[config.mk]
export PLATFORM = sky130hd
export DESIGN_NAME = tri_wire_ctl_port
export DESIGN_NICKNAME = d
export VERILOG_FILES = /design/src/rtl/twc_pkg.sv /design/src/rtl/twc_sync.sv /design/src/rtl/twc_frame_ctrl.sv /design/src/rtl/twc_write_bank.sv /design/src/rtl/twc_read_shift.sv /design/src/rtl/tri_wire_ctl_port.sv
export SDC_FILE = /design/constraint.sdc
export NUM_CORES = 1
export LEC_CHECK = 0
export CAP_MARGIN = 20
export CORE_UTILIZATION = 43
export CTS_BUF_LIST = sky130_fd_sc_hd__clkbuf_4 sky130_fd_sc_hd__clkbuf_8
export DETAILED_ROUTE_END_ITERATION = 16
export PLACE_DENSITY = 0.67
export SLEW_MARGIN = 20
export SYNTH_ARGS = -nofsm -noshare
export SYNTH_HDL_FRONTEND = slang
export SYNTH_SLANG_ARGS = --single-unit
[constraint.sdc]
create_clock -name clk -period 4.3 [get_ports clk]
set_input_delay 0.86 -clock clk [delete_from_list [all_inputs] [get_ports clk]]
set_output_delay 0.86 -clock clk [all_outputs]
set_load 0.02 [all_outputs]
[src/rtl/twc_pkg.sv]
package twc_pkg;

    // Address codes, written as {B3,B2,B1,B0,A3,A2,A1,A0}
    localparam int          ADDR_W    = 8;
    localparam logic [7:0]  CODE_WR_A = 8'h82;
    localparam logic [7:0]  CODE_WR_B = 8'h92;
    localparam logic [7:0]  CODE_RD   = 8'hA2;
    localparam int          NUM_WR    = 2;

    typedef enum logic [1:0] {
        MODE_IDLE = 2'd0,
        MODE_WR_A = 2'd1,
        MODE_WR_B = 2'd2,
        MODE_RD   = 2'd3
    } port_mode_e;

    // Synchronised view of the three serial lines
    typedef struct packed {
        logic en_lvl;
        logic en_rise;
        logic en_fall;
        logic clk_rise;
        logic clk_fall;
        logic din;
    } ser_evt_t;

    // Shift register holds the oldest bit (B0) in bit 7
    function automatic logic [7:0] arrival_to_code(input logic [7:0] sr);
        return {sr[4], sr[5], sr[6], sr[7], sr[0], sr[1], sr[2], sr[3]};
    endfunction

    function automatic port_mode_e decode_code(input logic [7:0] code);
        port_mode_e m;
        case (code)
            CODE_WR_A: m = MODE_WR_A;
            CODE_WR_B: m = MODE_WR_B;
            CODE_RD:   m = MODE_RD;
            default:   m = MODE_IDLE;
        endcase
        return m;
    endfunction

endpackage

[src/rtl/twc_sync.sv]
module twc_sync
    import twc_pkg::*;
#(
    parameter int STAGES = 2
) (
    input  logic     clk,
    input  logic     rst,
    input  logic     en_pin,
    input  logic     clk_pin,
    input  logic     din_pin,
    output ser_evt_t evt
);
    localparam int LINES = 3;

    logic [LINES-1:0] pins;
    logic [LINES-1:0] lvl;
    logic [LINES-1:0] prev_q;

    assign pins = {din_pin, clk_pin, en_pin};

    generate
        for (genvar g = 0; g < LINES; g++) begin : g_line
            logic [STAGES-1:0] chain_q;
            always_ff @(posedge clk) begin
                if (rst) chain_q <= '0;
                else     chain_q <= {chain_q[STAGES-2:0], pins[g]};
            end
            assign lvl[g] = chain_q[STAGES-1];
        end
    endgenerate

    always_ff @(posedge clk) begin
        if (rst) prev_q <= '0;
        else     prev_q <= lvl;
    end

    always_comb begin
        evt.en_lvl   = lvl[0];
        evt.en_rise  = lvl[0] & ~prev_q[0];
        evt.en_fall  = ~lvl[0] & prev_q[0];
        evt.clk_rise = lvl[1] & ~prev_q[1];
        evt.clk_fall = ~lvl[1] & prev_q[1];
        evt.din      = lvl[2];
    end

endmodule

[src/rtl/twc_frame_ctrl.sv]
module twc_frame_ctrl
    import twc_pkg::*;
#(
    parameter int WORD_W = 24
) (
    input  logic              clk,
    input  logic              rst,
    input  ser_evt_t          evt,
    output port_mode_e        mode_o,
    output logic              wr_shift_o,
    output logic [NUM_WR-1:0] commit_sel_o,
    output logic              rd_load_o,
    output logic              rd_shift_o
);
    localparam int CNT_W = $clog2(WORD_W + 2);
    localparam logic [CNT_W-1:0] BITS_FULL = CNT_W'(WORD_W);
    localparam logic [CNT_W-1:0] BITS_SAT  = CNT_W'(WORD_W + 1);

    logic [ADDR_W-1:0] addr_q;
    port_mode_e        mode_q;
    port_mode_e        next_mode;
    logic [CNT_W-1:0]  bits_q;
    logic              rose_q;
    logic              frame_full;
    logic              is_write;

    assign next_mode = decode_code(arrival_to_code(addr_q));

    always_ff @(posedge clk) begin
        if (rst) begin
            addr_q <= '0;
            mode_q <= MODE_IDLE;
            bits_q <= '0;
            rose_q <= 1'b0;
        end else begin
            if (evt.clk_rise && !evt.en_lvl)
                addr_q <= {addr_q[ADDR_W-2:0], evt.din};
            if (evt.en_rise) begin
                mode_q <= next_mode;
                bits_q <= '0;
                rose_q <= 1'b0;
            end else if (evt.en_fall) begin
                mode_q <= MODE_IDLE;
            end else if (evt.clk_rise && evt.en_lvl) begin
                rose_q <= 1'b1;
                if (bits_q != BITS_SAT)
                    bits_q <= bits_q + 1'b1;
            end
        end
    end

    assign frame_full = (bits_q == BITS_FULL);
    assign is_write   = (mode_q == MODE_WR_A) || (mode_q == MODE_WR_B);

    assign mode_o          = mode_q;
    assign wr_shift_o      = evt.clk_rise & evt.en_lvl & is_write;
    assign commit_sel_o[0] = evt.en_fall & frame_full & (mode_q == MODE_WR_A);
    assign commit_sel_o[1] = evt.en_fall & frame_full & (mode_q == MODE_WR_B);
    assign rd_load_o       = evt.en_rise & (next_mode == MODE_RD);
    assign rd_shift_o      = evt.clk_fall & evt.en_lvl & (mode_q == MODE_RD) & rose_q;

endmodule

[src/rtl/twc_write_bank.sv]
module twc_write_bank
    import twc_pkg::*;
#(
    parameter int WORD_W = 24
) (
    input  logic                          clk,
    input  logic                          rst,
    input  logic                          wr_shift,
    input  logic                          din,
    input  logic [NUM_WR-1:0]             commit_sel,
    output logic [NUM_WR-1:0][WORD_W-1:0] words_o
);
    logic [WORD_W-1:0] shift_q;

    // First bit received ends in bit 0 after WORD_W shifts
    always_ff @(posedge clk) begin
        if (rst)           shift_q <= '0;
        else if (wr_shift) shift_q <= {din, shift_q[WORD_W-1:1]};
    end

    generate
        for (genvar g = 0; g < NUM_WR; g++) begin : g_hold
            always_ff @(posedge clk) begin
                if (rst)                words_o[g] <= '0;
                else if (commit_sel[g]) words_o[g] <= shift_q;
            end
        end
    endgenerate

endmodule

[src/rtl/twc_read_shift.sv]
module twc_read_shift #(
    parameter int IO_W  = 2,
    parameter int IFC_W = 20
) (
    input  logic             clk,
    input  logic             rst,
    input  logic             rd_load,
    input  logic             rd_shift,
    input  logic             mode_is_rd,
    input  logic [IO_W-1:0]  io_level,
    input  logic             locked,
    input  logic [IFC_W-1:0] count,
    output logic             dout_low_o
);
    localparam int FRAME_W = IO_W + 1 + IFC_W;

    logic [FRAME_W-1:0] shift_q;
    logic [IO_W-1:0]    io_rev;

    // io_level[0] must leave first, so it sits at the top
    always_comb begin
        for (int i = 0; i < IO_W; i++)
            io_rev[IO_W-1-i] = io_level[i];
    end

    always_ff @(posedge clk) begin
        if (rst)           shift_q <= '1;
        else if (rd_load)  shift_q <= {io_rev, locked, count};
        else if (rd_shift) shift_q <= {shift_q[FRAME_W-2:0], 1'b1};
    end

    assign dout_low_o = mode_is_rd & ~shift_q[FRAME_W-1];

endmodule

[src/rtl/tri_wire_ctl_port.sv]
module tri_wire_ctl_port
    import twc_pkg::*;
#(
    parameter int WORD_W      = 24,
    parameter int IFC_W       = 20,
    parameter int IO_W        = 2,
    parameter int SYNC_STAGES = 2
) (
    input  logic             clk,
    input  logic             rst,
    input  logic             ser_en_i,
    input  logic             ser_clk_i,
    input  logic             ser_din_i,
    input  logic [IO_W-1:0]  io_level_i,
    input  logic             pll_locked_i,
    input  logic [IFC_W-1:0] if_count_i,
    output logic [WORD_W-1:0] ctl_word_a_o,
    output logic [WORD_W-1:0] ctl_word_b_o,
    output logic             ser_dout_low_o
);
    ser_evt_t                     evt;
    port_mode_e                   mode;
    logic                         wr_shift;
    logic                         rd_load;
    logic                         rd_shift;
    logic [NUM_WR-1:0]            commit_sel;
    logic [NUM_WR-1:0][WORD_W-1:0] words;

    twc_sync #(.STAGES(SYNC_STAGES)) sync_i (
        .clk     (clk),
        .rst     (rst),
        .en_pin  (ser_en_i),
        .clk_pin (ser_clk_i),
        .din_pin (ser_din_i),
        .evt     (evt)
    );

    twc_frame_ctrl #(.WORD_W(WORD_W)) ctrl_i (
        .clk          (clk),
        .rst          (rst),
        .evt          (evt),
        .mode_o       (mode),
        .wr_shift_o   (wr_shift),
        .commit_sel_o (commit_sel),
        .rd_load_o    (rd_load),
        .rd_shift_o   (rd_shift)
    );

    twc_write_bank #(.WORD_W(WORD_W)) bank_i (
        .clk        (clk),
        .rst        (rst),
        .wr_shift   (wr_shift),
        .din        (evt.din),
        .commit_sel (commit_sel),
        .words_o    (words)
    );

    twc_read_shift #(.IO_W(IO_W), .IFC_W(IFC_W)) rd_i (
        .clk        (clk),
        .rst        (rst),
        .rd_load    (rd_load),
        .rd_shift   (rd_shift),
        .mode_is_rd (mode == MODE_RD),
        .io_level   (io_level_i),
        .locked     (pll_locked_i),
        .count      (if_count_i),
        .dout_low_o (ser_dout_low_o)
    );

    assign ctl_word_a_o = words[0];
    assign ctl_word_b_o = words[1];

endmodule

==> metrics.cfg <==
[run]
maxCapViolCount=0

[pwr]
power.total_mw=2.10
p_per_area_nw_per_um2=361
p_leak_nw=2.08
ir_drop_mv=0.171

[worst_hold_path]
min_to=sync_i.g_line[2].chain_q[1]$_SDFF_PP0_
hold_class=reg -> reg
hold_depth=1
min-delay-start=sync_i.g_line[2].chain_q[0]$_SDFF_PP0_

[routing]
drt_iter0_drc=124
drc_errors=0
antenna_left=0
via_per_inst=5.03
wl_per_cell_um=12.8
first_pass_iters=4
wl_um=9450
vias=3709

[floorplanning]
initial_core_util_pct=44.8
io_pins=77
rows=37
coreArea_um2=10400
die_x_um=106
fp.dieArea_um2=11300
die_h_um=106

[sta]
period_minus_slack_ns=2.71
rsz0062_at_grt=false
hold_viol_final=0
setup_viol=0
fin_hold_ws_ns=0.443
final_max_slew_viol_count=0
worst_pin_slew_ns=0.916
tns_ns=0
relSlewSlack_pct=39.0
clock_skew_ns=0.00863
fin_crit_sh_pct=63.1
finalWorstSetupSlack_ns=1.59
fmax_mhz=368

[yosys]
syn_area_per_cell_um2=8.89
syn_area_um2=4670
ys_seq_elements=119
synthDistinctLibCells=35
synth_warnings=0
syn-num-nets=561
yosysSeqAreaShare_pct=51.0
syn_inst=525

[final_layout]
drive_above_1_share_pct=10.6
syn2layout_area_growth_pct=24.7
nNetsFinal=624
antenna_cells=0
final_util_pct=55.9

[setup_path]
worstPathArrival_ns=1.85
r2r_setup_slack_ns=2.12
reg2reg_to=rd_i.shift_q[1]$_SDFFE_PP1P_
required_ns=3.44
cp_slowest_cell=clkdlybuf4s50_1
rr_startpoint=sync_i.g_line[0].chain_q[1]$_SDFF_PP0_
critPathMaxStageDelay_ns=0.63
endpoint_kind=output port
startpoint_type=register
cp_cell_sequence=ha_1, nor2b_1, clkdlybuf4s50_1
rr_worst_depth=6
critPathMaxFanout=4
setup.worst_path.class=reg -> out

[global_routing]
grt_usage_pct=17.7
first_global_vias=3521
grt_pass1_wl_um=16000
met3_usage_pct=4.66
grt_max_degree=66
grt_use_met1_pct=21.3
overflow=0
antenna_found_initial=0
grtUsageMet2_pct=30.1
busiest_layer=met2

[clock_network]
cts.path.max_buffers=2
hold_buffers=0
cts_root_buf=clkbuf_8
htree_levels=4
clkTransAtPathRegs_ns=0.07
cts_sinks=119
clk_latency_ns=0.41
cts_resized=0
cts_tree=yes
numCtsBuffers=17
cts_setup_buffers=0

[run_status]
outcome=finished clean

[placement]
place_worst_setup_slack_ns=1.90
portBuffers=76
hpwl_um=6310
gp_congestion=0.745

per-stage QoR:
step,std cells,cell area [um^2]
6_report,737,5820
4_1_cts,737,5820
5_1_grt,737,5820
3_3_place_gp,704,5430
3_5_place_dp,705,5450
2_1_floorplan,525,4670
worst max-delay path, delay by kind of cell (launching register included):
kind                     cells  cell delay (ns)
buffers and inverters        1             0.63
adder cells (fa/ha/maj)      1             0.23
flip-flops                   1             0.39
AND/OR/NAND/NOR              1             0.20
layout by cell type, fill, tap and decap left out, types with 4 or more instances in the layout:
cell type and count:
nand2_1 148, dfxtp_1 119, a21oi_1 75, clkdlybuf4s50_1 75
nor2_1 39, mux2i_1 30, a22oi_2 20, clkbuf_8 19
nor2b_1 9, ha_1 8, inv_1 6, clkinv_2 5
buf_4 5, nand3_1 4
logic make-up (layout without fill, tap and decap cells):
| logic type | after synthesis | after routing | share of synthesized area [%] |
|---|---|---|---|
| AO/OA/AOI/OAI | 98 | 98 | 13.9 |
| XOR/XNOR | 5 | 5 | 0.938 |
| adder cells (fa/ha/maj) | 8 | 8 | 2.14 |
| buffers and inverters | 43 | 119 | 4.64 |
| flip-flops | 119 | 119 | 51.0 |
| multiplexers | 30 | 30 | 6.43 |
| AND/OR/NAND/NOR | 222 | 222 | 21.0 |
worst max-delay path by stage:
stage | end | startpoint | cells past startpoint
after floorplan | bank_i.shift_q[10]$_SDFFE_PP0P_ | rst | 4
final | ser_dout_low_o | ctrl_i.mode_o[1]$_SDFFE_PP0P_ | 3
after global placement | ctrl_i.bits_q[4]$_SDFFE_PP0P_ | rst | 4
after global routing | ser_dout_low_o | ctrl_i.mode_o[1]$_SDFFE_PP0P_ | 3
after detailed placement | ctrl_i.bits_q[0]$_SDFFE_PP0P_ | rst | 4
after CTS | ser_dout_low_o | ctrl_i.mode_o[1]$_SDFFE_PP0P_ | 3
state kept, by name, summed over array words and instances, names as in the netlist:
register and count:
ctrl_i.addr_q 8, rd_i.shift_q 23, bank_i.words_o 48, ctrl_i.rose_q 1, sync_i.g_line.chain_q 6, sync_i.prev_q 2
bank_i.shift_q 24, ctrl_i.mode_o 2, ctrl_i.bits_q 5
synth_stat cells:
library cell / number / area, um^2
and3_1: 1 / 6.26
buf_2: 11 / 55.1
nor3b_1: 1 / 7.51
nand3_1: 4 / 20.0
mux2i_1: 30 / 300
or2_2: 1 / 6.26
nor2_4: 1 / 11.3
nor2_1: 39 / 146
and4bb_1: 1 / 12.5
nand4b_1: 1 / 8.76
and3b_1: 1 / 8.76
nand3b_1: 3 / 22.5
buf_1: 2 / 7.51
and4_1: 2 / 17.5
xor2_1: 3 / 26.3
dfxtp_1: 119 / 2380
ha_1: 8 / 100
or3_1: 1 / 6.26
nand4_1: 3 / 18.8
clkbuf_1: 15 / 56.3
nand4_2: 2 / 25.0
and4bb_2: 1 / 12.5
buf_4: 7 / 52.6
nor2b_1: 9 / 56.3
buf_6: 2 / 22.5
inv_1: 6 / 22.5
nand2b_1: 1 / 6.26
xnor2_1: 2 / 17.5
a21oi_1: 75 / 375
nor4b_4: 1 / 23.8
a22oi_1: 2 / 15.0
nand2_1: 148 / 556
a22oi_2: 20 / 250
a21o_1: 1 / 7.51
or2_1: 1 / 6.26
where the power goes:
part           switching, mW  total (mW)  internal, mW
Clock                  0.439       0.930         0.490
Sequential           0.00234        1.11          1.11
Combinational         0.0334      0.0649        0.0315
Total                  0.475        2.10          1.63
layer usage:
layer / wire length (um) / part of all wire, % / vias up
met4: 82 / 0.87 / 0
met3: 440 / 4.7 / 9
met1: 4230 / 45 / 1744
met2: 4690 / 50 / 85
li1: - / - / 1871
met5: 0 / 0 / -
final cells by class:
type	count	area, um^2
fill	974	4590
sequential	119	2380
multi-input combinational	363	2070
timing repair buffer	81	803
clock buffer	20	269
tap	136	170
clock inverter	12	104
inverter	6	22.5
No activity file was read; power rests on OpenSTA's default activity.
